===== config.mk =====
export PLATFORM = sky130hd
export DESIGN_NAME = code_lock_detector
export DESIGN_NICKNAME = d
export VERILOG_FILES = /design/src/rtl/code_lock_pkg.sv /design/src/rtl/lock_rst_sync.sv /design/src/rtl/lock_press_classifier.sv /design/src/rtl/lock_step_fsm.sv /design/src/rtl/code_lock_detector.sv
export SDC_FILE = /design/constraint.sdc
export NUM_CORES = 1
export LEC_CHECK = 0
export CORE_AREA = 2 2 39 41
export DETAILED_ROUTE_END_ITERATION = 16
export DIE_AREA = 0 0 41 43
export GPL_TIMING_DRIVEN = 1
export SETUP_SLACK_MARGIN = 0.2
export SYNTH_ARGS = -nofsm -noshare
export SYNTH_HDL_FRONTEND = slang
export SYNTH_SLANG_ARGS = --single-unit

===== constraint.sdc =====
create_clock -name clk -period 0.8 [get_ports clk]
set_clock_uncertainty 0.1 [all_clocks]
set_input_delay 0.08 -clock clk [delete_from_list [all_inputs] [get_ports clk]]
set_output_delay 0.08 -clock clk [all_outputs]
set_load 0.01 [all_outputs]

===== src/rtl/code_lock_pkg.sv =====
package code_lock_pkg;

  typedef enum logic [2:0] {
    ST_IDLE  = 3'd0,
    ST_ARMED = 3'd1,
    ST_GOT_1 = 3'd2,
    ST_GOT_2 = 3'd3,
    ST_GOT_3 = 3'd4,
    ST_OPEN  = 3'd5
  } lock_state_e;

  typedef enum logic [2:0] {
    PR_NONE = 3'd0,
    PR_RED  = 3'd1,
    PR_GRN  = 3'd2,
    PR_BLU  = 3'd3,
    PR_BAD  = 3'd4
  } press_cls_e;

  localparam int unsigned RST_STAGES = 2;

endpackage


===== src/rtl/lock_rst_sync.sv =====
module lock_rst_sync #(
  parameter int unsigned STAGES = 2
) (
  input  logic clk,
  input  logic rst_n,
  output logic rst_sync_n
);

  logic [STAGES-1:0] chain_q;

  // assert immediately, release after STAGES rising edges
  always_ff @(posedge clk or negedge rst_n) begin
    if (!rst_n) chain_q <= '0;
    else        chain_q <= {chain_q[STAGES-2:0], 1'b1};
  end

  assign rst_sync_n = chain_q[STAGES-1];

endmodule


===== src/rtl/lock_press_classifier.sv =====
module lock_press_classifier
  import code_lock_pkg::*;
(
  input  logic       any_i,
  input  logic       red_i,
  input  logic       grn_i,
  input  logic       blu_i,
  output press_cls_e cls_o
);

  always_comb begin
    if (!any_i)                     cls_o = PR_NONE;
    else if (red_i && !grn_i && !blu_i) cls_o = PR_RED;
    else if (grn_i && !red_i && !blu_i) cls_o = PR_GRN;
    else if (blu_i && !red_i && !grn_i) cls_o = PR_BLU;
    else                            cls_o = PR_BAD;
  end

  // a lone-color class must have exactly one color bit set
  always_comb begin
    if (cls_o == PR_RED || cls_o == PR_GRN || cls_o == PR_BLU)
      p_lone_color_r4: assert ($countones({red_i, grn_i, blu_i}) == 1 && any_i);
  end

endmodule


===== src/rtl/lock_step_fsm.sv =====
module lock_step_fsm
  import code_lock_pkg::*;
(
  input  logic       clk,
  input  logic       rst_n,
  input  logic       begin_i,
  input  press_cls_e cls_i,
  output logic       unlock_o
);

  lock_state_e state_q, state_d;
  logic        state_ld;
  logic        unlock_q;

  function automatic lock_state_e step_to(input press_cls_e got,
                                          input press_cls_e want,
                                          input lock_state_e here,
                                          input lock_state_e nxt);
    if (got == PR_NONE)   return here;
    else if (got == want) return nxt;
    else                  return ST_IDLE;
  endfunction

  // next-state logic
  always_comb begin
    state_d = state_q;
    unique case (state_q)
      ST_IDLE:  if (begin_i) state_d = ST_ARMED;
      ST_ARMED: state_d = step_to(cls_i, PR_RED, ST_ARMED, ST_GOT_1);
      ST_GOT_1: state_d = step_to(cls_i, PR_BLU, ST_GOT_1, ST_GOT_2);
      ST_GOT_2: state_d = step_to(cls_i, PR_GRN, ST_GOT_2, ST_GOT_3);
      ST_GOT_3: state_d = step_to(cls_i, PR_RED, ST_GOT_3, ST_OPEN);
      ST_OPEN:  state_d = ST_IDLE;
      default:  state_d = ST_IDLE;
    endcase
  end

  assign state_ld = (state_d != state_q);

  // state register with explicit load enable
  always_ff @(posedge clk or negedge rst_n) begin
    if (!rst_n)        state_q <= ST_IDLE;
    else if (state_ld) state_q <= state_d;
  end

  // dedicated output flop, glitch-free strobe
  always_ff @(posedge clk or negedge rst_n) begin
    if (!rst_n) unlock_q <= 1'b0;
    else        unlock_q <= (state_d == ST_OPEN);
  end

  assign unlock_o = unlock_q;

  logic in_seq;
  assign in_seq = (state_q == ST_ARMED) || (state_q == ST_GOT_1) ||
                  (state_q == ST_GOT_2) || (state_q == ST_GOT_3);

  p_idle_arm_r2: assert property (@(posedge clk) disable iff (!rst_n)
    (state_q == ST_IDLE && begin_i) |=> (state_q == ST_ARMED));

  p_idle_stay_r2: assert property (@(posedge clk) disable iff (!rst_n)
    (state_q == ST_IDLE && !begin_i) |=> (state_q == ST_IDLE));

  p_hold_quiet_r3: assert property (@(posedge clk) disable iff (!rst_n)
    (in_seq && cls_i == PR_NONE) |=> $stable(state_q));

  p_bad_press_r5: assert property (@(posedge clk) disable iff (!rst_n)
    (in_seq && cls_i == PR_BAD) |=> (state_q == ST_IDLE));

  p_strobe_single_r6: assert property (@(posedge clk) disable iff (!rst_n)
    unlock_o |=> !unlock_o);

  p_strobe_matches_r6: assert property (@(posedge clk) disable iff (!rst_n)
    unlock_o == (state_q == ST_OPEN));

  p_open_exit_r7: assert property (@(posedge clk) disable iff (!rst_n)
    (state_q == ST_OPEN) |=> (state_q == ST_IDLE));

endmodule


===== src/rtl/code_lock_detector.sv =====
module code_lock_detector
  import code_lock_pkg::*;
(
  input  logic clk,
  input  logic rst_n,
  input  logic begin_btn,
  input  logic press_any,
  input  logic press_red,
  input  logic press_green,
  input  logic press_blue,
  output logic unlock
);

  logic       rst_sync_n;
  press_cls_e cls;

  lock_rst_sync #(.STAGES(RST_STAGES)) rst_sync_i (
    .clk        (clk),
    .rst_n      (rst_n),
    .rst_sync_n (rst_sync_n)
  );

  lock_press_classifier classify_i (
    .any_i (press_any),
    .red_i (press_red),
    .grn_i (press_green),
    .blu_i (press_blue),
    .cls_o (cls)
  );

  lock_step_fsm fsm_i (
    .clk      (clk),
    .rst_n    (rst_sync_n),
    .begin_i  (begin_btn),
    .cls_i    (cls),
    .unlock_o (unlock)
  );

  // reset holds the strobe low
  p_reset_quiet_r1: assert property (@(posedge clk) !rst_sync_n |-> !unlock);

endmodule


==> impl_metrics.tcl <==
set metrics [dict create \
    status "finished with violations" \
    failed_checks "negative hold slack, negative setup slack" \
    drive_gt1_share_pct 33.3 \
    cts_tree "built" \
    cp-end-kind "flop" \
    root_buffer "clkbuf_4" \
    cts_sinks 6 \
    drt_iter0_markers 3 \
    synth_fp_nets 32 \
    period_minus_slack_ps 1130 \
    ys_seq_elements 6 \
    portBuffers 7 \
    start_kind "flop" \
    yosys_warnings 0 \
    yosysTopAreaCellShare_pct 54.8 \
    clock_latency_ps 250 \
    max_stage_delay_ps 370 \
    p_leak_nw 0.190 \
    hold_viol_final 6 \
    die_y_microns 43 \
    r2r_slack_ps -330 \
    grt.total_usage_pct 8.62 \
    ir_drop_v 0.000853 \
    grt_overflow_total 0 \
    grt_max_degree 5 \
    grt_pass1_vias 239 \
    core_area_sq_um 1380 \
    place_ws_ps -583 \
    drv_cap 0 \
    nFillCells 148 \
    floorplan.rows 14 \
    clockBufferDepth 2 \
    drc_errors 0 \
    ant_nets 0 \
    cp_max_fo 4 \
    nets 48 \
    die_x_microns 41 \
    final_common_cell "dfrtp_1" \
    grt_pass1_wl_microns 966 \
    dp_hpwl_microns 405 \
    rsz0062_at_grt "true" \
    htree_levels 1 \
    slowest_stage "dfrtp_1" \
    syn-instance-count 25 \
    cts_buffers 3 \
    viasPerCell 4.40 \
    cellPowerDensity_nw_per_um2 1690 \
    slew_violations 0 \
    area_delta_synth_final_pct 57.1 \
    drt_wl_total_microns 609 \
    worstPathRequired_ps 820 \
    setup_slack_ps -326 \
    cts.clk_slew.worst_paths_ps 50 \
    crit_chain "and4bb_1 -> a222oi_1 -> o22ai_1" \
    num_vias 242 \
    crit_type "flop to flop" \
    hold_class "input port to async pin" \
    synth_area_leaders "dfrtp_1 (55%), and4bb_1 (9.1%), and4bb_2 (4.6%), nor2b_1 (4.6%), a21oi_1 (3.7%)" \
    timing.hold.ws_ps -101 \
    num_antenna_cells 0 \
    critical-path-top-delay-family "flip-flops" \
    final_cell_mix "dfrtp_1 (6), clkdlybuf4s50_1 (5), buf_4 (4)" \
    path_buf_inv 0 \
    crit_arrival_ps 1140 \
    first_pass_iters 4 \
    synth_area_sq_um 274 \
    fmax_ghz 0.888 \
    utilization_pct 31.1 \
    initial_core_util_pct 19.8 \
    min_period_over_period_pct 141 \
    dieArea_sq_um 1760 \
    syn_area_per_cell_sq_um 11.0 \
    wire_per_inst_microns 11.1 \
    yosysTopAreaCell "dfrtp_1" \
    io_pins 8 \
    synth_cell_types 15 \
    ys_seq_area_share_pct 54.8 \
    antenna_found_initial 0 \
    place_congestion 0.766 \
    finalSetupViolCount 5 \
]
worst register-to-register path, stage by stage (launching register included):
cell,delay [ps]
dfrtp_1,370
and4bb_1,210
a222oi_1,220
o22ai_1,100
report_power, final:
group          total [mW]  internal [mW]  switching [mW]
combinational       0.106         0.0640          0.0425
clock               0.282          0.170           0.112
sequential          0.339          0.323          0.0156
path summary, 6_finish.rpt:
check                                                start                              end  depth (start not counted)
min reg2reg                rst_sync_i.chain_q[1]$_DFF_PN0_     fsm_i.state_q[1]$_DFFE_PN0P_                          0
max in group asynchronous  rst_sync_i.chain_q[1]$_DFF_PN0_     fsm_i.state_q[2]$_DFFE_PN0P_                          0
max reg2reg                   fsm_i.state_q[0]$_DFFE_PN0P_     fsm_i.state_q[0]$_DFFE_PN0P_                          3
min in group clk                               press_green     fsm_i.state_q[1]$_DFFE_PN0P_                          4
max                           fsm_i.state_q[0]$_DFFE_PN0P_     fsm_i.state_q[0]$_DFFE_PN0P_                          3
min                                                  rst_n  rst_sync_i.chain_q[0]$_DFF_PN0_                          1
synthesized netlist by cell type:
| master | count |
|---|---|
| and4bb_2 | 1 |
| o21ai_1 | 1 |
| conb_1 | 1 |
| inv_1 | 1 |
| a21oi_1 | 2 |
| nor3b_1 | 1 |
| and4bb_1 | 2 |
| dfrtp_1 | 6 |
| nand3_1 | 1 |
| a22oi_1 | 1 |
| o22ai_1 | 1 |
| nand2_1 | 2 |
| nor2b_1 | 2 |
| nor2_1 | 2 |
| a222oi_1 | 1 |
metrics by stage:
step	cells	total power [mW]	cell area, sq um	setup TNS (ps)
final	55	0.727	430	-1190
after global routing	55	0.773	430	-1500
after CTS	55	0.737	423	-1230
after detailed placement	51	0.438	394	-2290
after global placement	51	0.437	394	-2350
after floorplan	25	0.384	282	-798
timing repair:
action / 4_1_cts / 5_1_grt
setup buffers: 1 / 0
hold endpoints to repair: 6 / 6
setup endpoints to repair: 5 / 5
gates resized for setup: 7 / 2
cloned: 0 / 0
pin swaps: 4 / 3
layout make-up:
| type | instances | area [sq um] | area share (%) |
|---|---|---|---|
| Sequential cell | 6 | 150 | 34.9 |
| Multi-Input combinational cell | 18 | 140 | 32.6 |
| Timing Repair Buffer | 11 | 93.8 | 21.8 |
| Clock buffer | 3 | 22.5 | 5.23 |
| Tap cell | 16 | 20.0 | 4.65 |
| Inverter | 1 | 3.75 | 0.872 |
cell families after synthesis:
group	share of synthesized area, %
flops	54.8
other cells	1.37
compound gates	14.2
buf+inv	1.37
simple gates	28.3
registers in the layout (all words and copies together) (netlist names):
signal,flops
rst_sync_i.chain_q,2
fsm_i.unlock_o,1
fsm_i.state_q,3
routing by layer:
layer  track usage [%]  part of all wire [%]
met1              11.3                    47
met2              10.3                    44
met3              6.28                   8.7
met4              4.00                     0
met5                 0                     0
Note: power is estimated with default switching activity, not from simulation.
